--- src/rtl/sar_pkg.sv ---
package sar_pkg;
  localparam logic [3:0] OFF_RESULT = 4'h0;
  localparam logic [3:0] OFF_STATUS = 4'h4;
  localparam logic [3:0] OFF_CTRL   = 4'h8;
  localparam logic [3:0] OFF_SETTLE = 4'hC;

  localparam int CTL_CH_W  = 3;
  localparam int CTL_PWR   = 3;
  localparam int CTL_IE    = 5;
  localparam int CTL_FLAG  = 6;
endpackage

--- src/rtl/sar_regs.sv ---
module sar_regs import sar_pkg::*; #(
  parameter int RES_W  = 10,
  parameter int NUM_CH = 3,
  parameter int DLY_W  = 6,
  parameter int WD_W   = 8,
  parameter int RD_W   = 16,
  localparam int CHS_W = (NUM_CH > 1) ? $clog2(NUM_CH) : 1
) (
  input  logic             clk,
  input  logic             rst_n,
  input  logic             wr_en,
  input  logic [3:0]       addr,
  input  logic [WD_W-1:0]  wdata,
  output logic [RD_W-1:0]  rd_data,
  input  logic             busy,
  input  logic             done,
  input  logic [RES_W-1:0] res_in,
  output logic             start,
  output logic             abort,
  output logic [DLY_W-1:0] dly_q,
  output logic [CHS_W-1:0] conv_chan,
  output logic             pwr_q,
  output logic             irq
);
  logic [CTL_CH_W-1:0] chan_q;
  logic                ie_q, flag_q;
  logic [RES_W-1:0]    res_q;
  logic                ctrl_wr, chan_ok;
  logic                unused_wbits;

  assign unused_wbits = ^{wdata[WD_W-1], wdata[4]};
  assign ctrl_wr = wr_en && (addr == OFF_CTRL);
  assign chan_ok = int'(wdata[CTL_CH_W-1:0]) < NUM_CH;
  assign start   = ctrl_wr && wdata[CTL_PWR] && chan_ok && !busy;
  assign abort   = ctrl_wr && !wdata[CTL_PWR] && busy;
  assign irq     = flag_q & ie_q;

  always_ff @(posedge clk or negedge rst_n) begin
    if (!rst_n) begin
      chan_q    <= '0;
      pwr_q     <= 1'b0;
      ie_q      <= 1'b0;
      flag_q    <= 1'b0;
      dly_q     <= '0;
      res_q     <= '0;
      conv_chan <= '0;
    end else begin
      if (ctrl_wr) begin
        chan_q <= wdata[CTL_CH_W-1:0];
        pwr_q  <= wdata[CTL_PWR];
        ie_q   <= wdata[CTL_IE];
        flag_q <= flag_q & wdata[CTL_FLAG];
      end
      if (done) begin
        flag_q <= 1'b1;
        res_q  <= res_in;
      end
      if (wr_en && addr == OFF_SETTLE) dly_q <= wdata[DLY_W-1:0];
      if (start) conv_chan <= wdata[CHS_W-1:0];
    end
  end

  always_comb begin
    rd_data = '0;
    unique case (addr)
      OFF_RESULT: rd_data[RES_W-1:0] = res_q;
      OFF_STATUS: rd_data[0] = busy;
      OFF_CTRL: begin
        rd_data[CTL_CH_W-1:0] = chan_q;
        rd_data[CTL_PWR]      = pwr_q;
        rd_data[CTL_IE]       = ie_q;
        rd_data[CTL_FLAG]     = flag_q;
      end
      OFF_SETTLE: rd_data[DLY_W-1:0] = dly_q;
      default: rd_data = '0;
    endcase
  end

  p_flag_set_r5: assert property (@(posedge clk) disable iff (!rst_n)
    done |=> flag_q);
  p_abort_keeps_r9: assert property (@(posedge clk) disable iff (!rst_n)
    abort |=> res_q == $past(res_q));
endmodule

--- src/rtl/sar_settle.sv ---
module sar_settle #(
  parameter int DLY_W = 6
) (
  input  logic             clk,
  input  logic             rst_n,
  input  logic             start,
  input  logic             abort,
  input  logic [DLY_W-1:0] dly,
  output logic             go,
  output logic             active
);
  logic [DLY_W-1:0] cnt;

  assign go = (start && dly == '0) || (active && cnt == DLY_W'(1) && !abort);

  always_ff @(posedge clk or negedge rst_n) begin
    if (!rst_n) begin
      active <= 1'b0;
      cnt    <= '0;
    end else if (abort) begin
      active <= 1'b0;
    end else if (start && dly != '0) begin
      active <= 1'b1;
      cnt    <= dly;
    end else if (active) begin
      if (cnt == DLY_W'(1)) active <= 1'b0;
      cnt <= cnt - DLY_W'(1);
    end
  end

  p_settle_step_r3: assert property (@(posedge clk) disable iff (!rst_n)
    (active && !abort && cnt != DLY_W'(1)) |=> (active && cnt == $past(cnt) - DLY_W'(1)));
endmodule

--- src/rtl/sar_engine.sv ---
module sar_engine #(
  parameter int RES_W = 10,
  localparam int IDX_W = $clog2(RES_W)
) (
  input  logic             clk,
  input  logic             rst_n,
  input  logic             go,
  input  logic             abort,
  input  logic             cmp_hi,
  output logic             active,
  output logic [RES_W-1:0] dac_code,
  output logic             done,
  output logic [RES_W-1:0] res_next
);
  logic [RES_W-1:0] acc, bit_sel;
  logic [IDX_W-1:0] idx;

  for (genvar b = 0; b < RES_W; b++) begin : g_sel
    assign bit_sel[b]  = active && (idx == IDX_W'(b));
    assign res_next[b] = bit_sel[b] ? cmp_hi : acc[b];
  end

  assign dac_code = acc | bit_sel;
  assign done     = active && idx == '0 && !abort;

  always_ff @(posedge clk or negedge rst_n) begin
    if (!rst_n) begin
      active <= 1'b0;
      acc    <= '0;
      idx    <= '0;
    end else if (abort) begin
      active <= 1'b0;
      acc    <= '0;
    end else if (go) begin
      active <= 1'b1;
      acc    <= '0;
      idx    <= IDX_W'(RES_W - 1);
    end else if (active) begin
      acc <= res_next;
      if (idx == '0) begin
        active <= 1'b0;
        acc    <= '0;
      end else begin
        idx <= idx - IDX_W'(1);
      end
    end
  end

  p_bit_order_r4: assert property (@(posedge clk) disable iff (!rst_n)
    (active && !abort && idx != '0) |=> (active && idx == $past(idx) - IDX_W'(1)));
  p_done_idle_r5: assert property (@(posedge clk) disable iff (!rst_n)
    done |=> !active);
endmodule

--- src/rtl/sar_seq_ctrl.sv ---
module sar_seq_ctrl import sar_pkg::*; #(
  parameter int RES_W  = 10,
  parameter int NUM_CH = 3,
  parameter int DLY_W  = 6,
  parameter int WD_W   = 8,
  parameter int RD_W   = 16,
  localparam int CHS_W = (NUM_CH > 1) ? $clog2(NUM_CH) : 1
) (
  input  logic             clk,
  input  logic             rst_n,
  input  logic             wr_en,
  input  logic [3:0]       addr,
  input  logic [WD_W-1:0]  wdata,
  output logic [RD_W-1:0]  rd_data,
  input  logic             cmp_hi,
  output logic [RES_W-1:0] dac_code,
  output logic [CHS_W-1:0] conv_chan,
  output logic             conv_pwr,
  output logic             irq
);
  logic             start, abort, go, settle_act, eng_act, done, busy;
  logic [DLY_W-1:0] dly_q;
  logic [RES_W-1:0] res_next;

  assign busy = settle_act | eng_act;

  sar_regs #(.RES_W(RES_W), .NUM_CH(NUM_CH), .DLY_W(DLY_W), .WD_W(WD_W), .RD_W(RD_W)) u_regs (
    .clk(clk), .rst_n(rst_n), .wr_en(wr_en), .addr(addr), .wdata(wdata),
    .rd_data(rd_data), .busy(busy), .done(done), .res_in(res_next),
    .start(start), .abort(abort), .dly_q(dly_q), .conv_chan(conv_chan),
    .pwr_q(conv_pwr), .irq(irq)
  );

  sar_settle #(.DLY_W(DLY_W)) u_settle (
    .clk(clk), .rst_n(rst_n), .start(start), .abort(abort), .dly(dly_q),
    .go(go), .active(settle_act)
  );

  sar_engine #(.RES_W(RES_W)) u_engine (
    .clk(clk), .rst_n(rst_n), .go(go), .abort(abort), .cmp_hi(cmp_hi),
    .active(eng_act), .dac_code(dac_code), .done(done), .res_next(res_next)
  );

  p_go_when_idle_r3: assert property (@(posedge clk) disable iff (!rst_n)
    go |-> !eng_act);
  p_bad_chan_r8: assert property (@(posedge clk) disable iff (!rst_n)
    (wr_en && addr == OFF_CTRL && int'(wdata[2:0]) >= NUM_CH && !busy) |=> !busy);
endmodule

--- config.mk ---
export PLATFORM = sky130hd
export DESIGN_NAME = sar_seq_ctrl
export DESIGN_NICKNAME = d
export VERILOG_FILES = /design/src/rtl/sar_pkg.sv /design/src/rtl/sar_regs.sv /design/src/rtl/sar_settle.sv /design/src/rtl/sar_engine.sv /design/src/rtl/sar_seq_ctrl.sv
export SDC_FILE = /design/constraint.sdc
export NUM_CORES = 1
export LEC_CHECK = 0
export ABC_AREA = 1
export BUFFER_PORTS_ARGS = -buffer_cell sky130_fd_sc_hd__buf_2
export CORE_MARGIN = 8
export CORE_UTILIZATION = 30
export DETAILED_ROUTE_END_ITERATION = 16
export GPL_ROUTABILITY_DRIVEN = 0
export PLACE_DENSITY = 0.46
export SLEW_MARGIN = 20
export SYNTH_ARGS = -nofsm -noshare
export SYNTH_HDL_FRONTEND = slang
export SYNTH_HIERARCHICAL = 1
export SYNTH_SLANG_ARGS = --single-unit
--- constraint.sdc ---
create_clock -name clk -period 5.8 [get_ports clk]
set_clock_uncertainty 0.15 [all_clocks]
set_input_delay 0.29 -clock clk [delete_from_list [all_inputs] [get_ports clk]]
set_output_delay 0.29 -clock clk [all_outputs]
set_load 0.01 [all_outputs]
==> impl_metrics.py <==
metrics = {
    "logic_synthesis": {
        "yosysWarnings": 6,
        "synth_area_per_cell_um2": 7.237,
        "synth_most_common_cell": "nand2_1",
        "ys_seq_area_share_pct": 40.37,
        "synth.distinct_cells": 35,
        "synth_cells": 394,
        "synth_top_area_share_pct": 40.37,
        "synth_edf_count": 0,
        "ys.flop_type": "dfrtp_1",
        "synth_top_cell_by_area": "dfrtp_1",
        "synth_seq_cells": 46,
        "netlist_area_mm2": 0.002851,
        "async_flop_share_pct": 100.0,
        "synth_area_leaders": "dfrtp_1, nand2_1, nand3_1, inv_1, ha_1",
        "yosys-top-cells-count": "nand2_1, dfrtp_1, nand3_1",
    },
    "timing": {
        "setup-tns-final_ns": 0,
        "period_needed_ns": 3.259,
        "slew_headroom_pct": 35.59,
        "fmax_ghz": 0.3068,
        "hold_viol_final": 0,
        "final_max_slew_viol_count": 0,
        "setup-violations-final": 0,
        "fin_crit_sh_pct": 56.19,
        "worstMarginPinSlew_ns": 0.9626,
        "grt_setup_unrepaired": "false",
    },
    "critical_path": {
        "required_ns": 5.88,
        "crit_fanout": 10,
        "critPathKind": "flop to flop",
        "critPathCaptureType": "flop",
        "critPathLaunchType": "flop",
        "worstPathArrival_ns": 3.34,
    },
    "routing": {
        "vias": 2531,
        "drt_iter0_drc": 118,
        "drt-vias-per-instance": 4.480,
        "wl_mm": 7.233,
        "drt-pass1-iter-count": 4,
        "drcViolationCount": 0,
        "route.detailed.wl_per_inst_um": 12.80,
        "ant_nets": 0,
    },
    "layout": {
        "antenna_cells": 0,
        "drive_gt1_share_pct": 18.35,
        "finalNetCount": 457,
        "nFillCells": 1023,
        "final_util_pct": 35.27,
        "area_delta_synth_final_pct": 14.30,
    },
    "grt": {
        "overflow": 0,
        "antenna_found_initial": 0,
        "grt_pass1_wl_mm": 12.28,
        "grt_max_degree": 47,
        "use_met3_pct": 2.747,
        "met2_usage_pct": 18.86,
        "grt_use_met1_pct": 15.58,
        "grt-busiest-layer": "met2",
        "grt_pass1_vias": 2480,
        "track_usage_pct": 11.68,
    },
    "die": {
        "die_y_um": 113.5,
        "die_area_mm2": 0.01288,
        "num_rows": 35,
        "io_pins": 46,
        "initial_core_util_pct": 30.86,
        "core_area_mm2": 0.009240,
        "die_w_um": 113.5,
    },
    "hold_path": {
        "min_path_type": "primary input to flop",
    },
    "power": {
        "cellPowerDensity_mw_per_mm2": 358.9,
        "seq_power_share_pct": 42.3,
        "p_int_w": 0.0007006,
        "cellLeakagePower_nw": 1.787,
        "pwr-share-clk_pct": 20.6,
        "vdd_drop_max_v": 0.0001145,
        "p_switching_w": 0.0004690,
        "switching_share_pct": 40.10,
        "pwr-share-comb_pct": 37.1,
    },
    "outcome": {
        "outcome": "finished clean",
    },
    "clock_tree": {
        "h-tree-depth": 2,
        "cts_sinks": 46,
        "cts_tree": "yes",
        "cts_buffers": 5,
        "clk_pin_slew_ns": 0.09,
        "clockBufferDepth": 2,
        "insertion_delay_ns": 0.29,
        "clockRootBuffer": "clkbuf_8",
    },
    "placed_design": {
        "port_buffers": 38,
        "dpl.hpwl_mm": 5.371,
    },
    "flow_run": {
        "drv_cap": 0,
    },
}
==> per-stage QoR <==
stage	worst slack [ns]	power (W)	instances	hold WS, ns	area, um2
final	2.541	0.001170	565	0.09086	3259
after global routing	2.227	0.001280	565	0.1039	3259
after CTS	2.489	0.001194	565	0.07418	3259
after detailed placement	2.392	0.0009401	556	0.2876	3143
after global placement	2.429	0.0009357	556	0.2961	3143
after floorplan	3.375	0.0008202	399	-0.1556	2870
==> sequential cells by signal, summed over array words and instances, names as in the netlist <==
name              cells
u_settle/cnt          6
u_regs/ie_q           1
u_regs/res_q         10
u_engine/acc         10
u_engine/idx          4
u_regs/flag_q         1
u_regs/conv_chan      2
u_settle/active       1
u_regs/chan_q         3
u_engine/active       1
u_regs/dly_q          6
u_regs/pwr_q          1
==> path summary, 6_finish.rpt <==
check                                             from                           to  slack (ns)  cells after the start
max                          u_engine/active$_DFF_PN0_  u_engine/acc[7]$_DFFE_PN0P_        2.54                     10
min                                           wdata[6]    u_regs/flag_q$_DFFE_PN0P_        0.09                      3
max reg2reg                  u_engine/active$_DFF_PN0_  u_engine/acc[7]$_DFFE_PN0P_        2.54                     10
min reg2reg                u_regs/res_q[3]$_DFFE_PN0P_  u_regs/res_q[3]$_DFFE_PN0P_        0.32                      2
max in group asynchronous                        rst_n  u_engine/acc[3]$_DFFE_PN0P_        4.60                      3
min in group asynchronous                        rst_n  u_settle/cnt[3]$_DFFE_PN0P_        0.49                      3
==> final cells by class <==
| class | instances | area, um2 | area share (%) |
|---|---|---|---|
| repair buffers | 40 | 207.7 | 6.372 |
| well taps | 129 | 161.4 | 4.952 |
| multi-input cells | 299 | 1471 | 45.14 |
| clock inverters | 1 | 30.03 | 0.9213 |
| flip-flops and latches | 46 | 1151 | 35.32 |
| inverters | 43 | 161.4 | 4.952 |
| clock buffers | 7 | 76.32 | 2.342 |
==> power groups by stage <==
stage | registers (W) | clock network [W] | logic (W)
after floorplan | 0.000485 | 0 | 0.000336
after global placement | 0.000501 | 0 | 0.000434
after detailed placement | 0.000502 | 0 | 0.000438
after CTS | 0.000496 | 0.000256 | 0.000441
after global routing | 0.000511 | 0.000263 | 0.000507
final | 0.000495 | 0.000241 | 0.000434
==> routing by layer <==
layer | part of all wire (%) | up-vias
met5 | 0 | -
met4 | 0.32 | 0
met3 | 4.9 | 2
met2 | 46 | 54
met1 | 49 | 1180
li1 | - | 1295
==> cell families (layout without fill, tap and decap cells) <==
family,after synthesis,after routing,share of synthesized area [%]
simple gates,264,264,43.53
buf+inv,54,91,8.687
flops,46,46,40.37
compound gates,21,21,4.036
fa+ha+maj,6,6,2.633
xor+xnor,2,2,0.6144
other cells,1,6,0.1315
==> worst max-delay path: stages, from the launching register on <==
cell and delay (ns):
dfrtp_1 0.48, inv_1 0.07, nand2_1 0.09, inv_1 0.06, nor3_1 0.75, inv_2 0.15
nand2_2 0.23, o22ai_1 0.32, nor3_2 0.69, nand2_1 0.11, nand2_1 0.10
==> cell usage in the layout (no fill, tap or decap), drive strengths merged, types with 6 or more instances in the layout <==
cell type  synthesis  final
buf                9     39
clkbuf             2      7
conb               1      6
dfrtp             46     46
ha                 6      6
inv               43     43
nand2            180    180
nand3             42     42
nor2              28     28
o21ai             17     17
==> repair_timing <==
action                    CTS  global route
hold buffers                1             0
gates resized for setup     0             0
setup buffers               0             0
hold endpoints to repair   46             0
Note: power is estimated with default switching activity, not from simulation.
